[config.mk]
export PLATFORM = sky130hd
export DESIGN_NAME = fpctl_regs
export DESIGN_NICKNAME = d
export VERILOG_FILES = /design/src/rtl/fpctl_pkg.sv /design/src/rtl/fpctl_ctrl_reg.sv /design/src/rtl/fpctl_mode_dec.sv /design/src/rtl/fpctl_exc_route.sv /design/src/rtl/fpctl_regs.sv
export SDC_FILE = /design/constraint.sdc
export NUM_CORES = 1
export LEC_CHECK = 0
export BUFFER_PORTS_ARGS = -buffer_cell sky130_fd_sc_hd__buf_2
export CAP_MARGIN = 20
export CORE_MARGIN = 2
export CORE_UTILIZATION = 40
export CTS_CLUSTER_DIAMETER = 30
export DETAILED_ROUTE_END_ITERATION = 16
export HOLD_SLACK_MARGIN = 0.08
export MAX_ROUTING_LAYER = met4
export PLACE_DENSITY = 0.89
export SYNTH_ARGS = -nofsm -noshare
export SYNTH_HDL_FRONTEND = slang
export SYNTH_SLANG_ARGS = --single-unit
[constraint.sdc]
create_clock -name clk_i -period 2.7 [get_ports clk_i]
set_input_delay 0.54 -clock clk_i [delete_from_list [all_inputs] [get_ports clk_i]]
set_output_delay 0.54 -clock clk_i [all_outputs]
set_load 0.01 [all_outputs]
[src/rtl/fpctl_pkg.sv]
package fpctl_pkg;
  localparam int unsigned CW   = 64;
  localparam int unsigned NEXC = 6;

  typedef enum logic [2:0] {
    EXC_INV = 3'd0, EXC_DZ = 3'd1, EXC_OVF = 3'd2,
    EXC_UNF = 3'd3, EXC_INX = 3'd4, EXC_IDN = 3'd5
  } exc_e;

  typedef enum logic [1:0] {
    RM_NEAR = 2'b00, RM_PINF = 2'b01, RM_MINF = 2'b10, RM_ZERO = 2'b11
  } rmode_e;

  localparam int POS_AHP = 26;
  localparam int POS_DN  = 25;
  localparam int POS_FZ  = 24;
  localparam int POS_RM  = 22;
  localparam int POS_STR = 20;
  localparam int POS_FZH = 19;
  localparam int POS_LEN = 16;

  typedef struct packed {
    rmode_e rmode;
    logic   fz;
    logic   fzh;
    logic   dn;
    logic   ahp;
  } mode_t;

  // control-word bit holding the trap enable of exception i
  function automatic int en_pos(int i);
    return (i == int'(EXC_IDN)) ? 15 : 8 + i;
  endfunction

  function automatic logic [CW-1:0] ctrl_wmask(logic [NEXC-1:0] sup, bit ctx);
    logic [CW-1:0] m;
    m = '0;
    m[POS_AHP] = 1'b1;
    m[POS_DN]  = 1'b1;
    m[POS_FZ]  = 1'b1;
    m[POS_RM+:2] = 2'b11;
    m[POS_FZH] = 1'b1;
    if (ctx) begin
      m[POS_STR+:2] = 2'b11;
      m[POS_LEN+:3] = 3'b111;
    end
    for (int i = 0; i < int'(NEXC); i++) m[en_pos(i)] = sup[i];
    return m;
  endfunction
endpackage

[src/rtl/fpctl_ctrl_reg.sv]
module fpctl_ctrl_reg #(
  parameter int unsigned         W     = 64,
  parameter logic [W-1:0]        WMASK = '1
) (
  input  logic         clk_i,
  input  logic         rst_ni,
  input  logic         we_i,
  input  logic [W-1:0] wdata_i,
  output logic [W-1:0] q_o
);
  always_ff @(posedge clk_i or negedge rst_ni) begin
    if (!rst_ni)   q_o <= '0;
    else if (we_i) q_o <= wdata_i & WMASK;
  end
endmodule

[src/rtl/fpctl_mode_dec.sv]
module fpctl_mode_dec
  import fpctl_pkg::*;
(
  input  logic [CW-1:0] ctrl_i,
  input  logic          hp_op_i,
  output mode_t         mode_o,
  output logic          flush_o,
  output logic          idn_drop_o
);
  always_comb begin
    mode_o.rmode = rmode_e'(ctrl_i[POS_RM+:2]);
    mode_o.fz    = ctrl_i[POS_FZ];
    mode_o.fzh   = ctrl_i[POS_FZH];
    mode_o.dn    = ctrl_i[POS_DN];
    mode_o.ahp   = ctrl_i[POS_AHP];
  end

  // half-precision ops see only their own flush bit
  assign flush_o    = hp_op_i ? ctrl_i[POS_FZH] : ctrl_i[POS_FZ];
  // a half input flushed by fzh must not report input denormal
  assign idn_drop_o = hp_op_i & ctrl_i[POS_FZH];
endmodule

[src/rtl/fpctl_exc_route.sv]
module fpctl_exc_route #(
  parameter int unsigned N = 6
) (
  input  logic         clk_i,
  input  logic         rst_ni,
  input  logic [N-1:0] evt_i,
  input  logic [N-1:0] en_i,
  input  logic         st_we_i,
  input  logic [N-1:0] st_wdata_i,
  output logic [N-1:0] sticky_o,
  output logic         trap_req_o,
  output logic [N-1:0] trap_cause_o
);
  logic [N-1:0] hit_trap;

  for (genvar i = 0; i < N; i++) begin : g_exc
    logic set_st;
    assign set_st      = evt_i[i] & ~en_i[i];
    assign hit_trap[i] = evt_i[i] &  en_i[i];

    always_ff @(posedge clk_i or negedge rst_ni) begin
      if (!rst_ni)       sticky_o[i] <= 1'b0;
      else if (set_st)   sticky_o[i] <= 1'b1;         // event beats write
      else if (st_we_i)  sticky_o[i] <= st_wdata_i[i];
    end
  end

  always_ff @(posedge clk_i or negedge rst_ni) begin
    if (!rst_ni) begin
      trap_cause_o <= '0;
      trap_req_o   <= 1'b0;
    end else begin
      trap_cause_o <= hit_trap;
      trap_req_o   <= |hit_trap;
    end
  end
endmodule

[src/rtl/fpctl_regs.sv]
module fpctl_regs
  import fpctl_pkg::*;
#(
  parameter logic [5:0] EXC_SUPPORT  = 6'b011111,
  parameter bit         CTX_WRITABLE = 1'b1
) (
  input  logic          clk_i,
  input  logic          rst_ni,
  input  logic          wr_en_i,
  input  logic          wr_sel_i,
  input  logic [63:0]   wr_data_i,
  input  logic          rd_sel_i,
  output logic [63:0]   rd_data_o,
  input  logic [5:0]    evt_i,
  input  logic          hp_op_i,
  output logic [1:0]    rmode_o,
  output logic          flush_o,
  output logic          dn_o,
  output logic          ahp_o,
  output logic          trap_req_o,
  output logic [5:0]    trap_cause_o
);
  localparam logic [CW-1:0] WMASK = ctrl_wmask(EXC_SUPPORT, CTX_WRITABLE);

  logic [CW-1:0]   ctrl_q;
  logic [NEXC-1:0] sticky_q;
  logic [NEXC-1:0] en_vec;
  logic [NEXC-1:0] evt_q;
  mode_t           mode;
  logic            idn_drop;

  fpctl_ctrl_reg #(.W(CW), .WMASK(WMASK)) u_ctrl (
    .clk_i   (clk_i),
    .rst_ni  (rst_ni),
    .we_i    (wr_en_i & ~wr_sel_i),
    .wdata_i (wr_data_i),
    .q_o     (ctrl_q)
  );

  fpctl_mode_dec u_dec (
    .ctrl_i     (ctrl_q),
    .hp_op_i    (hp_op_i),
    .mode_o     (mode),
    .flush_o    (flush_o),
    .idn_drop_o (idn_drop)
  );

  for (genvar i = 0; i < NEXC; i++) begin : g_en
    localparam int P = en_pos(i);
    assign en_vec[i] = ctrl_q[P];
    if (i == int'(EXC_IDN)) begin : g_idn
      assign evt_q[i] = evt_i[i] & ~idn_drop;
    end else begin : g_oth
      assign evt_q[i] = evt_i[i];
    end
  end

  fpctl_exc_route #(.N(NEXC)) u_route (
    .clk_i        (clk_i),
    .rst_ni       (rst_ni),
    .evt_i        (evt_q),
    .en_i         (en_vec),
    .st_we_i      (wr_en_i & wr_sel_i),
    .st_wdata_i   (wr_data_i[NEXC-1:0]),
    .sticky_o     (sticky_q),
    .trap_req_o   (trap_req_o),
    .trap_cause_o (trap_cause_o)
  );

  assign rmode_o   = mode.rmode;
  assign dn_o      = mode.dn;
  assign ahp_o     = mode.ahp;
  assign rd_data_o = rd_sel_i ? {{(CW-NEXC){1'b0}}, sticky_q} : ctrl_q;
endmodule

==> results of run 1 <==
## how the worst max path moves through the flow
stage          startpoint                          to
2_1_floorplan    rd_sel_i                rd_data_o[0]
3_3_place_gp      wr_en_i  u_ctrl.q_o[18]$_DFFE_PN0P_
3_5_place_dp      wr_en_i  u_ctrl.q_o[17]$_DFFE_PN0P_
4_1_cts          rd_sel_i                rd_data_o[4]
5_1_grt          rd_sel_i                rd_data_o[4]
6_report         rd_sel_i                rd_data_o[4]
## through the flow
step	cells	utilization [%]	setup slack (ns)
finish	259	47.45	0.9699
global route	259	47.45	0.8874
CTS	259	47.45	0.9346
detailed placement	255	45.64	0.8862
global placement	255	45.64	0.8930
floorplan	187	-	1.176
## synthesized netlist by cell type
| cell | count |
|---|---|
| buf_4 | 45 |
| dfrtp_1 | 28 |
| and2_1 | 11 |
| nor2b_1 | 11 |
| mux2_4 | 10 |
| a221o_1 | 6 |
| and3_2 | 6 |
| inv_1 | 6 |
| mux2_2 | 6 |
| nor2_1 | 6 |
| clkbuf_1 | 2 |
| nand2_1 | 2 |
| a22o_1 | 1 |
| buf_12 | 1 |
| buf_6 | 1 |
| conb_1 | 1 |
| o21ai_0 | 1 |
| or4_1 | 1 |
## layout make-up
type / instances / area share (%)
clock buffer: 3 / 2.207
clock inverter: 1 / 1.605
inverter: 6 / 1.204
multi-input combinational: 104 / 36.12
sequential: 28 / 37.46
tap: 50 / 3.344
timing repair buffer: 67 / 18.06
## power groups by stage
| stage | combinational (W) | clock [W] | sequential [W] |
|---|---|---|---|
| after floorplan | 0.000218 | 0 | 0.000516 |
| after global placement | 0.000267 | 0 | 0.000513 |
| after detailed placement | 0.000271 | 0 | 0.000516 |
| after CTS | 0.000272 | 0.000343 | 0.000509 |
| after global routing | 0.000302 | 0.000355 | 0.000517 |
| final | 0.000269 | 0.000325 | 0.000509 |
## critical path, delay by kind of cell
kind / cells / cell delay, ns
buffers and inverters: 2 / 0.45
AND/OR/NAND/NOR: 1 / 0.19
## logic make-up after synthesis
group / share of synthesized area (%)
AOI/OAI and AO/OA: 4.570
other: 0.2322
DFF: 43.38
buffers and inverters: 24.71
and+or+nand+nor: 13.63
muxes: 13.48
## flip-flops by register name, summed over array words and instances (netlist names)
| name | count |
|---|---|
| u_ctrl.q_o | 16 |
| u_route.trap_req_o | 1 |
| u_route.sticky_o | 6 |
| u_route.trap_cause_o | 5 |
## routing by layer
layer / vias to the layer above / GRT usage [%] / wire length, um
li1: 514 / - / -
met1: 495 / 17.00 / 1219
met2: 55 / 23.41 / 1465
met3: 4 / 1.667 / 213
met4: 0 / 5.357 / 45
met5: - / - / 0
==> results.json, run 1 <==
{
  "status": "finished clean",
  "grt_overflow_total": 0,
  "cts-resized-gates": 0,
  "htreeDepth": 1,
  "start_util_pct": 40.97,
  "cts_tree": "yes",
  "clock_path_buffers": 2,
  "drt_iter0_markers": 43,
  "period_minus_slack_ns": 1.730,
  "die_h_um": 67.55,
  "drc_errors": 0,
  "power.share.switching_pct": 26.68,
  "cp_slowest_cell": "buf_2",
  "fin_tns_setup_ns": 0,
  "rsz0062_at_grt": "false",
  "max_freq_ghz": 0.5780,
  "r2r-start": "u_ctrl.q_o[12]$_DFFE_PN0P_",
  "dpl_cell_area_um2": 1799,
  "maxSlewViolCount": 0,
  "required_ns": 2.16,
  "drv_cap": 0,
  "hold_ws_ns": 0.2595,
  "layout.nets": 286,
  "cts_setup_buffers": 0,
  "power.internal_w": 0.0008081,
  "report.power.total_w": 0.001102,
  "vias_per_cell": 4.124,
  "clkPwrFrac_pct": 29.5,
  "worstMarginPinSlew_ns": 0.6006,
  "place_hpwl_um": 2242,
  "ios": 152,
  "num_vias": 1068,
  "row_count": 23,
  "yosys.area.top_type": "dfrtp_1",
  "routabilityCongestion": 0.7487,
  "design.core.area_um2": 3943,
  "clkLatencyLatePin_ns": 0.27,
  "final_common_cell": "buf_2",
  "synthesis.area_um2": 1615,
  "first_global_vias": 986,
  "ys_warn_count": 0,
  "port_buffers": 66,
  "hold_buffers": 0,
  "synth_area_per_cell_um2": 11.14,
  "dr.pass1.iters": 3,
  "hp-class": "input port to asynchronous set/reset pin",
  "netlist_top_cells_area": "dfrtp_1, buf_4, mux2_4, and2_1, nor2b_1",
  "ys_ff_latch": 28,
  "final_cell_mix": "buf_2, conb_1, dfrtp_1",
  "cp-start-kind": "input port",
  "ys_types": 18,
  "die_w_um": 67.55,
  "numCtsBuffers": 3,
  "seq_area_frac_synth_pct": 43.38,
  "cp.arrival_ns": 1.19,
  "yosysTopAreaCellShare_pct": 43.38,
  "final-seq-area_um2": 700.7,
  "worstPathCellList": "buf_2 > and2_1 > buf_2",
  "slew_headroom_pct": 59.96,
  "r2r_end": "u_route.trap_req_o$_DFF_PN0_",
  "grt_pass1_wl_um": 4595,
  "ctsRootBufferMaster": "clkbuf_8",
  "reg2reg_slack_ns": 1.51,
  "hold_violations": 0,
  "critPathMaxFanout": 22,
  "gr-usage-all-layers_pct": 13.91,
  "power.density_nw_per_um2": 589.3,
  "ff2ff_path_depth": 2,
  "cts.sinks": 28,
  "combPwrFrac_pct": 24.4,
  "skew_ns": 0.006785,
  "end_kind": "output port",
  "critPathMaxStageDelay_ns": 0.32,
  "drive_above_1_share_pct": 44.98,
  "worstSetupPathType": "input port to output port",
  "antenna_cells": 0,
  "multi_input_area_um2": 675.6,
  "area_growth_pct": 15.80,
  "dieArea_um2": 4562,
  "min_period_over_period_pct": 64.08,
  "fill_cells": 389,
  "cts.clk_slew.worst_paths_ns": 0.10,
  "vdd_ir_drop_max_uv": 279.1,
  "netSwitchingPower_w": 0.0002941,
  "wl_per_cell_um": 11.36,
  "ant_nets": 0,
  "setup_viol": 0,
  "routed_wirelength_um": 2943,
  "postSynthCellCount": 145,
  "grt_max_degree": 29,
  "finalInstanceArea_um2": 1871,
  "seqPwrFrac_pct": 46.1,
  "crit_top_cell": "buf_2",
  "antenna_found_initial": 0,
  "p_leak_nw": 1.040
}
Note: power is estimated with default switching activity, not from simulation.
==> inputs of run 2 (changes only) <==
--- a/config.mk
+++ b/config.mk
@@ -8,12 +8,12 @@
 export BUFFER_PORTS_ARGS = -buffer_cell sky130_fd_sc_hd__buf_2
 export CAP_MARGIN = 20
 export CORE_MARGIN = 2
-export CORE_UTILIZATION = 40
+export CORE_UTILIZATION = 33
 export CTS_CLUSTER_DIAMETER = 30
 export DETAILED_ROUTE_END_ITERATION = 16
 export HOLD_SLACK_MARGIN = 0.08
 export MAX_ROUTING_LAYER = met4
-export PLACE_DENSITY = 0.89
+export PLACE_DENSITY = 0.78
 export SYNTH_ARGS = -nofsm -noshare
 export SYNTH_HDL_FRONTEND = slang
 export SYNTH_SLANG_ARGS = --single-unit
==> constraint.sdc (replaced) <==
create_clock -name clk_i -period 1.55 [get_ports clk_i]
set_input_delay 0.31 -clock clk_i [delete_from_list [all_inputs] [get_ports clk_i]]
set_output_delay 0.31 -clock clk_i [all_outputs]
set_load 0.01 [all_outputs]
==> results.json, run 2 (synthesis gave the netlist of run 1 again) <==
{
  "status": "finished clean",
  "numCtsBuffers": 3,
  "ctsRootBufferMaster": "clkbuf_8",
  "required_ns": 1.24,
  "period_minus_slack_ns": 1.284,
  "reg_top3": "u_ctrl.q_o: 16 flops, u_route.sticky_o: 6 flops, u_route.trap_cause_o: 5 flops",
  "seqPwrFrac_pct": 46.0,
  "place_hpwl_um": 2456,
  "reg2reg_slack_ns": 0.37,
  "fin_ws_ns": 0.2658,
  "dieArea_um2": 5471,
  "drv_cap": 0,
  "pre_cts_ws_ns": 0.2180,
  "worstMarginPinSlew_ns": 0.6225,
  "combPwrFrac_pct": 24.8,
  "start_util_pct": 34.20,
  "slew_headroom_pct": 58.50,
  "hp-class": "input port to register",
  "die_h_um": 73.97,
  "report.power.total_w": 0.001927,
  "cts.clk_slew.worst_paths_ns": 0.10,
  "power.share.switching_pct": 26.60,
  "final_cell_mix": "buf_2, conb_1, dfrtp_1",
  "area_growth_pct": 18.98,
  "drive_above_1_share_pct": 45.02,
  "cts_tree": "yes",
  "maxSlewViolCount": 0,
  "drt_iter0_markers": 46,
  "drc_errors": 0,
  "hold_violations": 0,
  "worstSetupPathType": "register to output port",
  "ios": 152,
  "grt_overflow_total": 0,
  "fin_tns_setup_ns": 0,
  "htreeDepth": 1,
  "cp.arrival_ns": 0.97,
  "vias_per_cell": 3.975,
  "cp-start-kind": "register",
  "antenna_found_initial": 0,
  "antenna_cells": 0,
  "port_buffers": 66,
  "rsz0062_at_grt": "false",
  "critPathMaxFanout": 3,
  "final_common_cell": "buf_2",
  "vdd_ir_drop_max_uv": 340.5,
  "largest-register": "u_ctrl.q_o",
  "ant_nets": 0,
  "end_kind": "output port",
  "cts.sinks": 28,
  "grt_pass1_wl_um": 4416,
  "dr.pass1.iters": 4,
  "die_w_um": 73.97,
  "gr-usage-all-layers_pct": 11.05,
  "design.core.area_um2": 4723,
  "power.internal_w": 0.001414,
  "row_count": 25,
  "max_freq_ghz": 0.7787,
  "routed_wirelength_um": 3115,
  "num_vias": 1105,
  "skew_ns": 0.006118,
  "setup_viol": 0,
  "p_leak_nw": 1.053,
  "clkLatencyLatePin_ns": 0.27,
  "grt_max_degree": 29,
  "largest_register_ffs": 16,
  "first_global_vias": 958,
  "min_period_over_period_pct": 82.85,
  "clock_path_buffers": 2,
  "routabilityCongestion": 0.8033,
  "netSwitchingPower_w": 0.0005124,
  "wl_per_cell_um": 11.21,
  "power.density_nw_per_um2": 1003,
  "layout.nets": 288,
  "clkPwrFrac_pct": 29.2
}
==> run 2: worst max-delay path, stage by stage, from the launching register on <==
cell and delay [ns]:
dfrtp_1 0.40, nand2_1 0.09, o21ai_0 0.08, buf_2 0.14
==> run 2: area by class of cell <==
type | instances | area (um2)
clock inverters | 1 | 30.03
fillers | 482 | 2801
clock buffers | 3 | 41.29
repair buffers | 69 | 367.9
flip-flops and latches | 28 | 700.7
well taps | 67 | 83.83
multi-input cells | 104 | 675.6
inverters | 6 | 22.52
==> run 2: power by group through the flow <==
stage | combinational, W | clock (W) | sequential (W)
after global placement | 0.000475 | 0 | 0.000894
after CTS | 0.000483 | 0.000585 | 0.000886
final | 0.000478 | 0.000564 | 0.000886
after floorplan | 0.000380 | 0 | 0.000899
after global routing | 0.000528 | 0.000614 | 0.000900
after detailed placement | 0.000480 | 0 | 0.000901
==> run 2: stage by stage <==
stage,hold WS (ns),utilization (%),std cells,area (um2)
2_1_floorplan,0.01441,-,187,1773
6_report,0.2672,40.69,278,1922
3_5_place_dp,0.3680,38.97,273,1841
4_1_cts,0.2593,40.69,278,1922
3_3_place_gp,0.3623,38.97,273,1841
5_1_grt,0.2569,40.69,278,1922
==> run 2: path summary, 6_finish.rpt <==
check                                      startpoint                                 to  cells after the start
min in group asynchronous                      rst_ni  u_route.trap_cause_o[2]$_DFF_PN0_                      2
max in group asynchronous                      rst_ni         u_ctrl.q_o[23]$_DFFE_PN0P_                      2
hold reg to reg            u_ctrl.q_o[16]$_DFFE_PN0P_         u_ctrl.q_o[16]$_DFFE_PN0P_                      1
hold / removal                          wr_data_i[12]         u_ctrl.q_o[12]$_DFFE_PN0P_                      2
setup / recovery           u_ctrl.q_o[19]$_DFFE_PN0P_                            flush_o                      3
setup reg to reg           u_ctrl.q_o[12]$_DFFE_PN0P_       u_route.trap_req_o$_DFF_PN0_                      2
==> run 2: per-layer routing <==
| metal | track usage, % | up-vias | part of all wire [%] |
|---|---|---|---|
| met5 | - | - | 0 |
| met4 | 4.848 | 0 | 1.1 |
| met3 | 1.355 | 2 | 6.3 |
| met2 | 19.15 | 49 | 51 |
| met1 | 12.81 | 536 | 41 |
| li1 | - | 518 | - |
==> run 2: timing repair <==
item                                    in CTS  in global routing
hold buffers                                 1                  0
endpoints found under the setup margin       0                  0
gates resized for setup                      0                  0
endpoints found under the hold margin       28                  0
setup buffers                                0                  0
